<file path="src/rtl/brg_err_pkg.sv">
package brg_err_pkg;

    typedef enum logic [0:0] {
        SEV_NONFATAL = 1'b0,
        SEV_FATAL    = 1'b1
    } err_sev_e;

    typedef enum logic [0:0] {
        SIDE_PRIMARY   = 1'b0,
        SIDE_SECONDARY = 1'b1
    } err_side_e;

    typedef struct packed {
        logic      valid;
        err_sev_e  sev;
        err_side_e side;
    } err_evt_t;

    typedef struct packed {
        logic cmd_serr_en;
        logic perr_resp_en;
        logic dc_fatal_en;
        logic dc_nonfatal_en;
    } err_ctl_t;

    localparam int STS_W        = 2;
    localparam int STS_SERR_BIT = 0;
    localparam int STS_MDPE_BIT = 1;

    // Either enable path may admit an event; the command path only sees
    // events that originate on the primary side.
    function automatic logic evt_admitted(err_evt_t e, err_ctl_t c);
        logic cmd_path;
        logic dc_path;
        cmd_path = c.cmd_serr_en && (e.side == SIDE_PRIMARY);
        dc_path  = (e.sev == SEV_FATAL) ? c.dc_fatal_en : c.dc_nonfatal_en;
        return e.valid && (cmd_path || dc_path);
    endfunction

endpackage

</file>
<file path="src/rtl/brg_err_qualify.sv">
module brg_err_qualify
    import brg_err_pkg::*;
#(
    parameter int N_SRC = 4
) (
    input  err_evt_t [N_SRC-1:0] evts,
    input  err_ctl_t             ctl,
    output logic                 any_hit
);
    logic [N_SRC-1:0] hit;

    for (genvar i = 0; i < N_SRC; i++) begin : g_lane
        assign hit[i] = evt_admitted(evts[i], ctl);
    end

    assign any_hit = |hit;
endmodule

</file>
<file path="src/rtl/brg_err_msg.sv">
module brg_err_msg (
    input  logic clk,
    input  logic rst,
    input  logic fire,
    output logic req
);
    always_ff @(posedge clk) begin
        if (rst) req <= 1'b0;
        else     req <= fire;
    end
endmodule

</file>
<file path="src/rtl/brg_err_sticky.sv">
module brg_err_sticky (
    input  logic clk,
    input  logic rst,
    input  logic set,
    input  logic clr,
    output logic q
);
    always_ff @(posedge clk) begin
        if (rst)      q <= 1'b0;
        else if (set) q <= 1'b1;
        else if (clr) q <= 1'b0;
    end
endmodule

</file>
<file path="src/rtl/brg_err_report.sv">
module brg_err_report
    import brg_err_pkg::*;
#(
    parameter int N_SRC = 4
) (
    input  logic             clk,
    input  logic             rst,
    input  logic             cmd_serr_en,
    input  logic             cmd_perr_resp_en,
    input  logic             dc_fatal_en,
    input  logic             dc_nonfatal_en,
    input  logic [N_SRC-1:0] evt_valid,
    input  logic [N_SRC-1:0] evt_fatal,
    input  logic [N_SRC-1:0] evt_secondary,
    input  logic             mdpe_pulse,
    input  logic             sts_wr,
    input  logic [1:0]       sts_wdata,
    output logic             msg_req,
    output logic             sts_serr,
    output logic             sts_mdpe
);
    err_ctl_t             ctl;
    err_evt_t [N_SRC-1:0] evts;
    logic                 fire;
    logic [STS_W-1:0]     sts_set;
    logic [STS_W-1:0]     sts_q;

    assign ctl = '{cmd_serr_en:    cmd_serr_en,
                   perr_resp_en:   cmd_perr_resp_en,
                   dc_fatal_en:    dc_fatal_en,
                   dc_nonfatal_en: dc_nonfatal_en};

    for (genvar i = 0; i < N_SRC; i++) begin : g_pack
        assign evts[i] = '{valid: evt_valid[i],
                           sev:   err_sev_e'(evt_fatal[i]),
                           side:  err_side_e'(evt_secondary[i])};
    end

    brg_err_qualify #(.N_SRC(N_SRC)) u_qual (
        .evts    (evts),
        .ctl     (ctl),
        .any_hit (fire)
    );

    brg_err_msg u_msg (
        .clk  (clk),
        .rst  (rst),
        .fire (fire),
        .req  (msg_req)
    );

    assign sts_set[STS_SERR_BIT] = fire;
    assign sts_set[STS_MDPE_BIT] = mdpe_pulse && ctl.perr_resp_en;

    for (genvar b = 0; b < STS_W; b++) begin : g_sts
        brg_err_sticky u_bit (
            .clk (clk),
            .rst (rst),
            .set (sts_set[b]),
            .clr (sts_wr && sts_wdata[b]),
            .q   (sts_q[b])
        );
    end

    assign sts_serr = sts_q[STS_SERR_BIT];
    assign sts_mdpe = sts_q[STS_MDPE_BIT];
endmodule

</file>
<file path="config.mk">
export PLATFORM = sky130hd
export DESIGN_NAME = brg_err_report
export DESIGN_NICKNAME = d
export VERILOG_FILES = /design/src/rtl/brg_err_pkg.sv /design/src/rtl/brg_err_qualify.sv /design/src/rtl/brg_err_msg.sv /design/src/rtl/brg_err_sticky.sv /design/src/rtl/brg_err_report.sv
export SDC_FILE = /design/constraint.sdc
export NUM_CORES = 1
export LEC_CHECK = 0
export BUFFER_PORTS_ARGS = -buffer_cell sky130_fd_sc_hd__buf_2
export CAP_MARGIN = 5
export CORE_AREA = 2 2 39 41
export DETAILED_ROUTE_END_ITERATION = 16
export DIE_AREA = 0 0 41 43
export GPL_TIMING_DRIVEN = 0
export SLEW_MARGIN = 20
export SYNTH_ARGS = -nofsm -noshare
export SYNTH_HDL_FRONTEND = slang
export SYNTH_HIERARCHICAL = 1
export SYNTH_SLANG_ARGS = --single-unit
</file>
<file path="constraint.sdc">
create_clock -name clk -period 0.8 [get_ports clk]
set_input_delay 0.04 -clock clk [delete_from_list [all_inputs] [get_ports clk]]
set_output_delay 0.04 -clock clk [all_outputs]
set_load 0.005 [all_outputs]
</file>
=== Word-level counts from Yosys, hierarchy flattened ===
Cells that the tools add are included.

* Bits in registers: 3
* Input port bits: 22
* Output and inout port bits: 3
* Word-level logic and storage cells: 33

* Multiplexer cells: 8
* Bitwise logic cells: 4
* Reduce and logical (&&, ||, !) cells: 18

{| class="wikitable"
|+ Operators by type and width
! cell !! count
|-
| 1-bit logical AND || 11
|-
| 1-bit two-way mux || 8
|-
| 1-bit logical OR || 4
|-
| 1-bit inverter || 4
|-
| 2-bit nonzero test || 2
|-
| 4-bit OR reduction || 1
|}

=== Depth between registers and ports, before layout ===
Gate-level depths: netlist of run 1.

* Word-level depth: 6
* Depth in mapped cells: 5
* Gate-level depth less buffers: 5

=== Cells and area by module ===
The synthesis of run 1 kept the hierarchy.

{| class="wikitable"
|+ By module, submodules not included
! module !! times used !! cells each !! area an instance (sq um) !! sequential area each (sq um)
|-
| brg_err_qualify || 1 || 13 || 100.1 || 0.0
|-
| brg_err_sticky || 2 || 4 || 38.8 || 20.0
|-
| brg_err_msg || 1 || 2 || 33.8 || 20.0
|-
| brg_err_report || 1 || 3 || 18.8 || 0.0
|}

=== Least setup slack after synthesis of run 1 ===
Ideal clock, no wire load.

* Path kind: input to register
* Start point: input evt_fatal[2]
* End point: register u_msg.req
* Setup time: 112 ps
* Data arrival time: 694 ps
* Data required time: 688 ps
* Slack: -5 ps
* Stages: 4
* Buffers on the path: 0
* Cells stage by stage: mux2_2 > o21ai_1 > nand4_1 > nor2b_4

* Longest elaborated chain between the ends: 4

{| class="wikitable"
|+ RTL lines
! what !! line !! text
|-
| from (decl) || brg_err_report.sv:13 || <nowiki>input logic [N_SRC-1:0] evt_fatal,</nowiki>
|-
| 1-bit two-way mux || brg_err_pkg.sv:36 || <nowiki>dc_path = (e.sev == SEV_FATAL) ? c.dc_fatal_en : c.dc_nonfatal_en;</nowiki>
|-
| 1-bit logical OR || brg_err_pkg.sv:37 || <nowiki>return e.valid && (cmd_path || dc_path);</nowiki>
|-
| 1-bit logical AND || brg_err_pkg.sv:37 ||
|-
| 4-bit OR reduction || brg_err_qualify.sv:16 || <nowiki>assign any_hit = |hit;</nowiki>
|-
| named net fire || brg_err_report.sv:24 || <nowiki>logic fire;</nowiki>
|-
| to (signal assigned) || brg_err_msg.sv:9 || <nowiki>else req <= fire;</nowiki>
|-
| to (decl) || brg_err_msg.sv:5 || <nowiki>output logic req</nowiki>
|}

The timed path passes the listed nets, and every way through them passes these cells.
A chain may end at the register's enable or synchronous reset.

=== Worst setup path after layout of run 1 ===
* Start point: input evt_fatal[3]
* End point: register g_sts[0].u_bit.q

* Longest elaborated chain between the ends: 5
* Elaborated cells on any way between the ends: 6
* Classes of those cells: mux (2); reduce/logical (4)

{| class="wikitable"
|+ RTL lines
! what !! line !! text
|-
| 1-bit two-way mux (*) || brg_err_pkg.sv:36 ||
|-
| 1-bit logical OR (*) || brg_err_pkg.sv:37 ||
|-
| 1-bit logical AND (*) || brg_err_pkg.sv:37 ||
|-
| 4-bit OR reduction (*) || brg_err_qualify.sv:16 ||
|-
| named net fire || brg_err_report.sv:24 ||
|-
| 1-bit two-way mux / 2-bit nonzero test (equally long branches) || - ||
|-
| to (signal assigned) || brg_err_sticky.sv:9 || <nowiki>if (rst) q <= 1'b0;</nowiki>
|-
| to (signal assigned) || brg_err_sticky.sv:10 || <nowiki>else if (set) q <= 1'b1;</nowiki>
|-
| to (signal assigned) || brg_err_sticky.sv:11 || <nowiki>else if (clr) q <= 1'b0;</nowiki>
|-
| to (decl) || brg_err_sticky.sv:6 || <nowiki>output logic q</nowiki>
|}

The timed path passes the listed nets; every way through them passes the cells marked *.

==> impl_metrics.env, run 1 <==
export IMPL_status="completed"
export IMPL_root_buffer="clkbuf_4"
export IMPL_min_to="g_sts[1].u_bit/q$_SDFFE_PP0P_"
export IMPL_cts_buffers=3
export IMPL_grt_ovfl_total=0
export IMPL_die_x_um=41
export IMPL_path_max_fanout=2
export IMPL_grt_pass1_wl_um=869
export IMPL_synth_cell_type_count=12
export IMPL_cts_tree="done"
export IMPL_coreArea_um2=1380
export IMPL_min_period_over_period_pct=88.7
export IMPL_final_layout_size_suffix_gt1_share_pct=63.0
export IMPL_fmax_ghz=1.41
export IMPL_hold_violations=0
export IMPL_setup_tns_ns=0
export IMPL_cts_buffer_depth=2
export IMPL_power_density_nw_per_um2=1430
export IMPL_floorplan_initialDensity_pct=16.6
export IMPL_ys_async_sr_fraction_pct=0
export IMPL_fin_util_pct=28.9
export IMPL_antenna_found_initial=0
export IMPL_min_path_cells=2
export IMPL_hold_slack_ns=0.0390
export IMPL_synthCells=26
export IMPL_yosysWarnings=6
export IMPL_synth_area_leaders="dfxtp_1, mux2_2, nor2b_1"
export IMPL_synth_compound_area_share_pct=16.3
export IMPL_arrival_ns=0.83
export IMPL_grt_max_degree=5
export IMPL_rows=14
export IMPL_dieArea_um2=1760
export IMPL_r2r_setup_slack_ns=0.22
export IMPL_skew_ns=0
export IMPL_viasPerCell=3.79
export IMPL_synth_top_cell_by_area="dfxtp_1"
export IMPL_p_leak_nw=0.211
export IMPL_r2r_start="g_sts[1].u_bit/q$_SDFFE_PP0P_"
export IMPL_wl_per_cell_um=8.51
export IMPL_endpoint_kind="flop"
export IMPL_synth_edf_count=0
export IMPL_ir_drop_mv=0.420
export IMPL_grt_usage_pct=7.82
export IMPL_start_kind="input pin"
export IMPL_n_antenna_cell=0
export IMPL_placed_cells=66
export IMPL_muxShareOfSynthArea_pct=21.2
export IMPL_synthAdderAreaFrac_pct=0
export IMPL_ios=25
export IMPL_synth_top_area_share_pct=26.1
export IMPL_yosys_top_cells_count="nor2b_1, and2_1, dfxtp_1, mux2_2, o21ai_1"
export IMPL_rsz0062_at_grt="no"
export IMPL_postRouteAntennaNets=0
export IMPL_ctsResizeCount=0
export IMPL_tightest_slew_ns=0.123
export IMPL_io_buffers=24
export IMPL_first_pass_iters=4
export IMPL_stdcell_count=70
export IMPL_syn_area_um2=230
export IMPL_relSlewSlack_pct=91.8
export IMPL_layout_nets=77
export IMPL_synth_seq_cells=3
export IMPL_synth_top_flop_cell="dfxtp_1"
export IMPL_drc=0
export IMPL_clkSinkCount=3
export IMPL_worstHoldStart="rst"
export IMPL_yosysSeqAreaShare_pct=26.1
export IMPL_hold_class="input pin to flop"
export IMPL_max_cap_viol_count=0
export IMPL_area_growth_pct=73.9
export IMPL_synth_xor_xnor_area_share_pct=0
export IMPL_finalSetupViolations=0
export IMPL_vias=265
export IMPL_drv_slew=0
export IMPL_worstPathRequired_ns=0.92
export IMPL_gp_congestion=0.638
export IMPL_clk_latency_ns=0.23
export IMPL_yosys_area_share_simple_pct=33.2
export IMPL_synth_fp_nets=48
export IMPL_post_cts_buffers=0
export IMPL_routed_wl_um=596
export IMPL_r2r_end="g_sts[1].u_bit/q$_SDFFE_PP0P_"
export IMPL_cts_hold_buffers=0
export IMPL_synth_top_family_by_area="simple AND/OR/NAND/NOR gates"
export IMPL_synth_area_per_cell_um2=8.85
export IMPL_ff2ff_path_depth=2
export IMPL_grt_pass1_vias=242
export IMPL_die_h_um=43
export IMPL_yosysMostFrequentCell="nor2b_1"
export IMPL_critPathKind="input pin to flop"
export IMPL_drt_iter0_drc=3
export IMPL_clkTransAtPathRegs_ns=0.04
export IMPL_layout_min_cycle_time_ns=0.710
export IMPL_cts_max_level=1
[through the flow]
stage / worst slack, ns / total power, W / area [um^2]
after CTS: 0.0874 / 0.000592 / 400
after global placement: -0.159 / 0.000313 / 374
after detailed placement: -0.154 / 0.000317 / 374
after global routing: 0.0248 / 0.000630 / 400
final: 0.0901 / 0.000574 / 400
after floorplan: 0.00226 / 0.000239 / 234
[sequential cells by signal (all words and copies together), names as in the netlist]
| signal | flops |
|---|---|
| g_sts.u_bit/q | 2 |
| u_msg/req | 1 |
[cells by family after synthesis]
kind of cell | Yosys count
mux | 4
buf+inv | 2
flops | 3
compound gates | 6
simple gates | 11
[placed cells by master (no fill, tap or decap)]
cell type,netlist,routed
mux2_4,1,2
buf_2,0,24
clkbuf_4,0,3
a21oi_2,2,2
mux2_2,3,2
inv_1,2,2
nand2b_1,2,2
o21ai_1,3,4
clkbuf_1,0,1
and2_1,3,3
nor2b_1,4,4
dfxtp_1,3,3
nor2b_4,1,1
nand4_1,1,1
[worst max-delay path: stages]
cell     delay, ns
buf_2         0.10
mux2_4        0.29
o21ai_1       0.13
nand4_1       0.12
inv_1         0.09
a21oi_2       0.05
[power by group]
group	switching [W]	internal, W	leakage, nW
Sequential	0.00000417	0.000163	0.0251
Combinational	0.0000534	0.0000918	0.171
Clock	0.0000749	0.000187	0.0150
[per-layer routing]
metal	vias to the layer above	GRT usage [%]	part of all wire, %
li1	143	-	-
met1	108	8.95	43
met2	14	10.9	47
met3	0	3.14	9.9
met4	0	6.00	0
met5	-	0	0
[worst max path at each step]
stage	endpoint	startpoint	slack, ns
global route	g_sts[0].u_bit/q$_SDFFE_PP0P_	evt_fatal[0]	0.02
floorplan	u_msg/req$_SDFF_PP0_	evt_fatal[1]	0.002
detailed placement	g_sts[0].u_bit/q$_SDFFE_PP0P_	evt_fatal[1]	-0.15
CTS	g_sts[0].u_bit/q$_SDFFE_PP0P_	evt_fatal[1]	0.09
global placement	u_msg/req$_SDFF_PP0_	evt_fatal[3]	-0.16
finish	g_sts[0].u_bit/q$_SDFFE_PP0P_	evt_fatal[3]	0.09
[final cells by class]
type / instances / area, um^2
Inverter: 2 / 7.51
Sequential cell: 3 / 60.1
Timing Repair Buffer: 24 / 120
Fill cell: 152 / 983
Multi-Input combinational cell: 21 / 166
Tap cell: 16 / 20.0
Clock buffer: 4 / 26.3
(Power assumes the default switching activity.)
==> inputs of run 2 (changes only) <==
--- a/config.mk
+++ b/config.mk
@@ -14,5 +14,4 @@
 export SLEW_MARGIN = 20
 export SYNTH_ARGS = -nofsm -noshare
 export SYNTH_HDL_FRONTEND = slang
-export SYNTH_HIERARCHICAL = 1
 export SYNTH_SLANG_ARGS = --single-unit
==> run 2 against run 1 <==
  * Count of clock-buffer cells in the layout stayed put
  * Clock power about the same
  * Clock skew is the same
  * Critical path depth shrank 1
  * Worst hold slack worse by 0.022 ns
  * First-iteration DRC count down 67%
  * Non-clock buffer count stayed put
  * Via count down 2.6%
  * Sequential share of layout area shrank 0.32 points
  * Fmax down 7.5%
  * Total power rose by 2.4%
  * Global-route usage increased by 1.4 points
  * Largest cell class unchanged
==> impl_metrics.env, run 2 <==
export IMPL_hpwlAfterDp_um=501
export IMPL_root_buffer="clkbuf_4"
export IMPL_coreArea_um2=1380
export IMPL_synth_area_per_cell_um2=9.61
export IMPL_worstPathRequired_ns=0.92
export IMPL_rows=14
export IMPL_clkTransAtPathRegs_ns=0.04
export IMPL_postRouteAntennaNets=0
export IMPL_power_density_nw_per_um2=1440
export IMPL_grt_pass1_wl_um=1010
export IMPL_cts_max_level=1
export IMPL_synth_top_flop_cell="dfxtp_1"
export IMPL_yosysWarnings=0
export IMPL_grt_max_degree=5
export IMPL_yosys_top_cells_count="dfxtp_1, nor2b_1, o21ai_1"
export IMPL_drt_iter0_drc=1
export IMPL_p_leak_nw=0.210
export IMPL_synthCells=22
export IMPL_finalSetupViolations=0
export IMPL_path_max_fanout=4
export IMPL_hold_class="input pin to flop"
export IMPL_hold_violations=0
export IMPL_die_h_um=43
export IMPL_grt_usage_pct=9.22
export IMPL_final_cell_mix="buf_2, mux2_4, o21ai_2"
export IMPL_grt_pass1_vias=281
export IMPL_yosysSeqAreaShare_pct=28.4
export IMPL_finalPower_w=0.000588
export IMPL_floorplan_initialDensity_pct=15.3
export IMPL_cts_buffer_depth=2
export IMPL_synth_edf_count=0
export IMPL_post_cts_buffers=0
export IMPL_grt_ovfl_total=0
export IMPL_reg_top3="g_sts.u_bit.q x2, u_msg.req x1"
export IMPL_drc=0
export IMPL_status="completed"
export IMPL_nFillCells=157
export IMPL_layout_min_cycle_time_ns=0.767
export IMPL_cts_tree="done"
export IMPL_critPathTopFamily="compound AO/OA/AOI/OAI gates"
export IMPL_skew_ns=0
export IMPL_cts_buffers=3
export IMPL_synth_cell_type_count=13
export IMPL_arrival_ns=0.89
export IMPL_tightest_slew_ns=0.164
export IMPL_synth_seq_cells=3
export IMPL_dpl_worst_slack_ns=-0.246
export IMPL_clk_latency_ns=0.23
export IMPL_cp_num_buf_inv=1
export IMPL_ir_drop_mv=1.13
export IMPL_antenna_found_initial=0
export IMPL_area_growth_pct=93.5
export IMPL_max_cap_viol_count=0
export IMPL_hold_slack_ns=0.0169
export IMPL_wl_per_cell_um=8.76
export IMPL_cpPeakStageDelay_ns=0.27
export IMPL_layout_nets=73
export IMPL_first_pass_iters=2
export IMPL_final_common_cell="buf_2"
export IMPL_synth_top_cell_by_area="dfxtp_1"
export IMPL_synth_area_leaders="dfxtp_1, mux2_4, mux2_2"
export IMPL_fmax_ghz=1.30
export IMPL_clkSinkCount=3
export IMPL_viasPerCell=3.91
export IMPL_start_kind="input pin"
export IMPL_vias=258
export IMPL_relSlewSlack_pct=89.1
export IMPL_critPathKind="input pin to flop"
export IMPL_drv_slew=0
export IMPL_routed_wl_um=578
export IMPL_worst_path_max_delay_cell="mux2_4"
export IMPL_synth_fp_nets=44
export IMPL_crit_chain="buf_2 > mux2_4 > o21ai_2 > a41oi_2 > a31o_1"
export IMPL_rsz0062_at_grt="no"
export IMPL_min_period_over_period_pct=95.9
export IMPL_die_x_um=41
export IMPL_dieArea_um2=1760
export IMPL_gp_congestion=0.647
export IMPL_syn_area_um2=211
export IMPL_io_buffers=24
export IMPL_synth_top_area_share_pct=28.4
export IMPL_n_antenna_cell=0
export IMPL_largest_register_ffs=2
export IMPL_ys_async_sr_fraction_pct=0
export IMPL_top_register="g_sts.u_bit.q"
export IMPL_final_layout_size_suffix_gt1_share_pct=74.0
export IMPL_ios=25
export IMPL_endpoint_kind="flop"
export IMPL_setup_tns_ns=0
export IMPL_layout_setup_ws_ns=0.0326
-- run 2: cell types whose count changed in the layout (fill, tap and decap cells not counted), sizes merged, moves of 2 or more --
| cell | delta |
|---|---|
| a21oi | -2 |
| nor2b | -2 |
| and2 | -3 |
| nand2b | -2 |
| nand2 | +2 |
-- run 2: timing repair --
| action | 4_1_cts | 5_1_grt |
|---|---|---|
| resized for setup | 0 | 4 |
| endpoints found under the setup margin | 0 | 1 |
| hold buffers | 0 | 0 |
-- run 2: layer usage --
layer,routed length (um),vias up,track usage (%)
li1,-,137,-
met1,224,106,9.27
met2,259,13,12.2
met3,81,2,9.42
met4,12,0,4.00
met5,0,-,0
-- run 2: final timing paths --
path / from / to / slack, ns / cells past startpoint
max: dc_nonfatal_en / g_sts[0].u_bit.q$_SDFFE_PP0P_ / 0.03 / 5
max reg2reg: g_sts[1].u_bit.q$_SDFFE_PP0P_ / g_sts[1].u_bit.q$_SDFFE_PP0P_ / 0.18 / 2
min reg2reg: g_sts[0].u_bit.q$_SDFFE_PP0P_ / g_sts[0].u_bit.q$_SDFFE_PP0P_ / 0.47 / 1
min: rst / u_msg.req$_SDFF_PP0_ / 0.02 / 2
-- run 2: kinds of logic after synthesis --
logic type / share of synthesized area (%)
multiplexers: 24.9
AND/OR/NAND/NOR: 18.3
buffers and inverters: 1.77
flip-flops: 28.4
AO/OA/AOI/OAI: 26.6
-- run 2: worst reg2reg max path: cells and delay by family, from the launching register on --
| family | cells | cell delay [ns] |
|---|---|---|
| AND/OR/NAND/NOR | 1 | 0.06 |
| flip-flops | 1 | 0.30 |
| AO/OA/AOI/OAI | 1 | 0.15 |
-- run 2: layout make-up --
class | count | area (um^2) | share of cell area (%)
Clock buffer | 4 | 26.3 | 6.42
Inverter | 1 | 3.75 | 0.917
Multi-Input combinational cell | 18 | 166 | 40.7
Sequential cell | 3 | 60.1 | 14.7
Tap cell | 16 | 20.0 | 4.89
Timing Repair Buffer | 24 | 133 | 32.4
-- run 2: report_power, final --
part	total (W)	leakage (nW)	switching (W)	internal, W
registers	0.000169	0.0251	0.00000492	0.000165
logic	0.000157	0.170	0.0000566	0.000100
clock network	0.000262	0.0150	0.0000749	0.000187
total	0.000588	0.210	0.000136	0.000451
-- run 2: stage by stage --
stage	std cells	cell area (um^2)	utilization, %
after floorplan	22	223	-
after global placement	62	363	26.2
after detailed placement	62	363	26.2
after CTS	66	389	28.1
after global routing	66	409	29.6
final	66	409	29.6
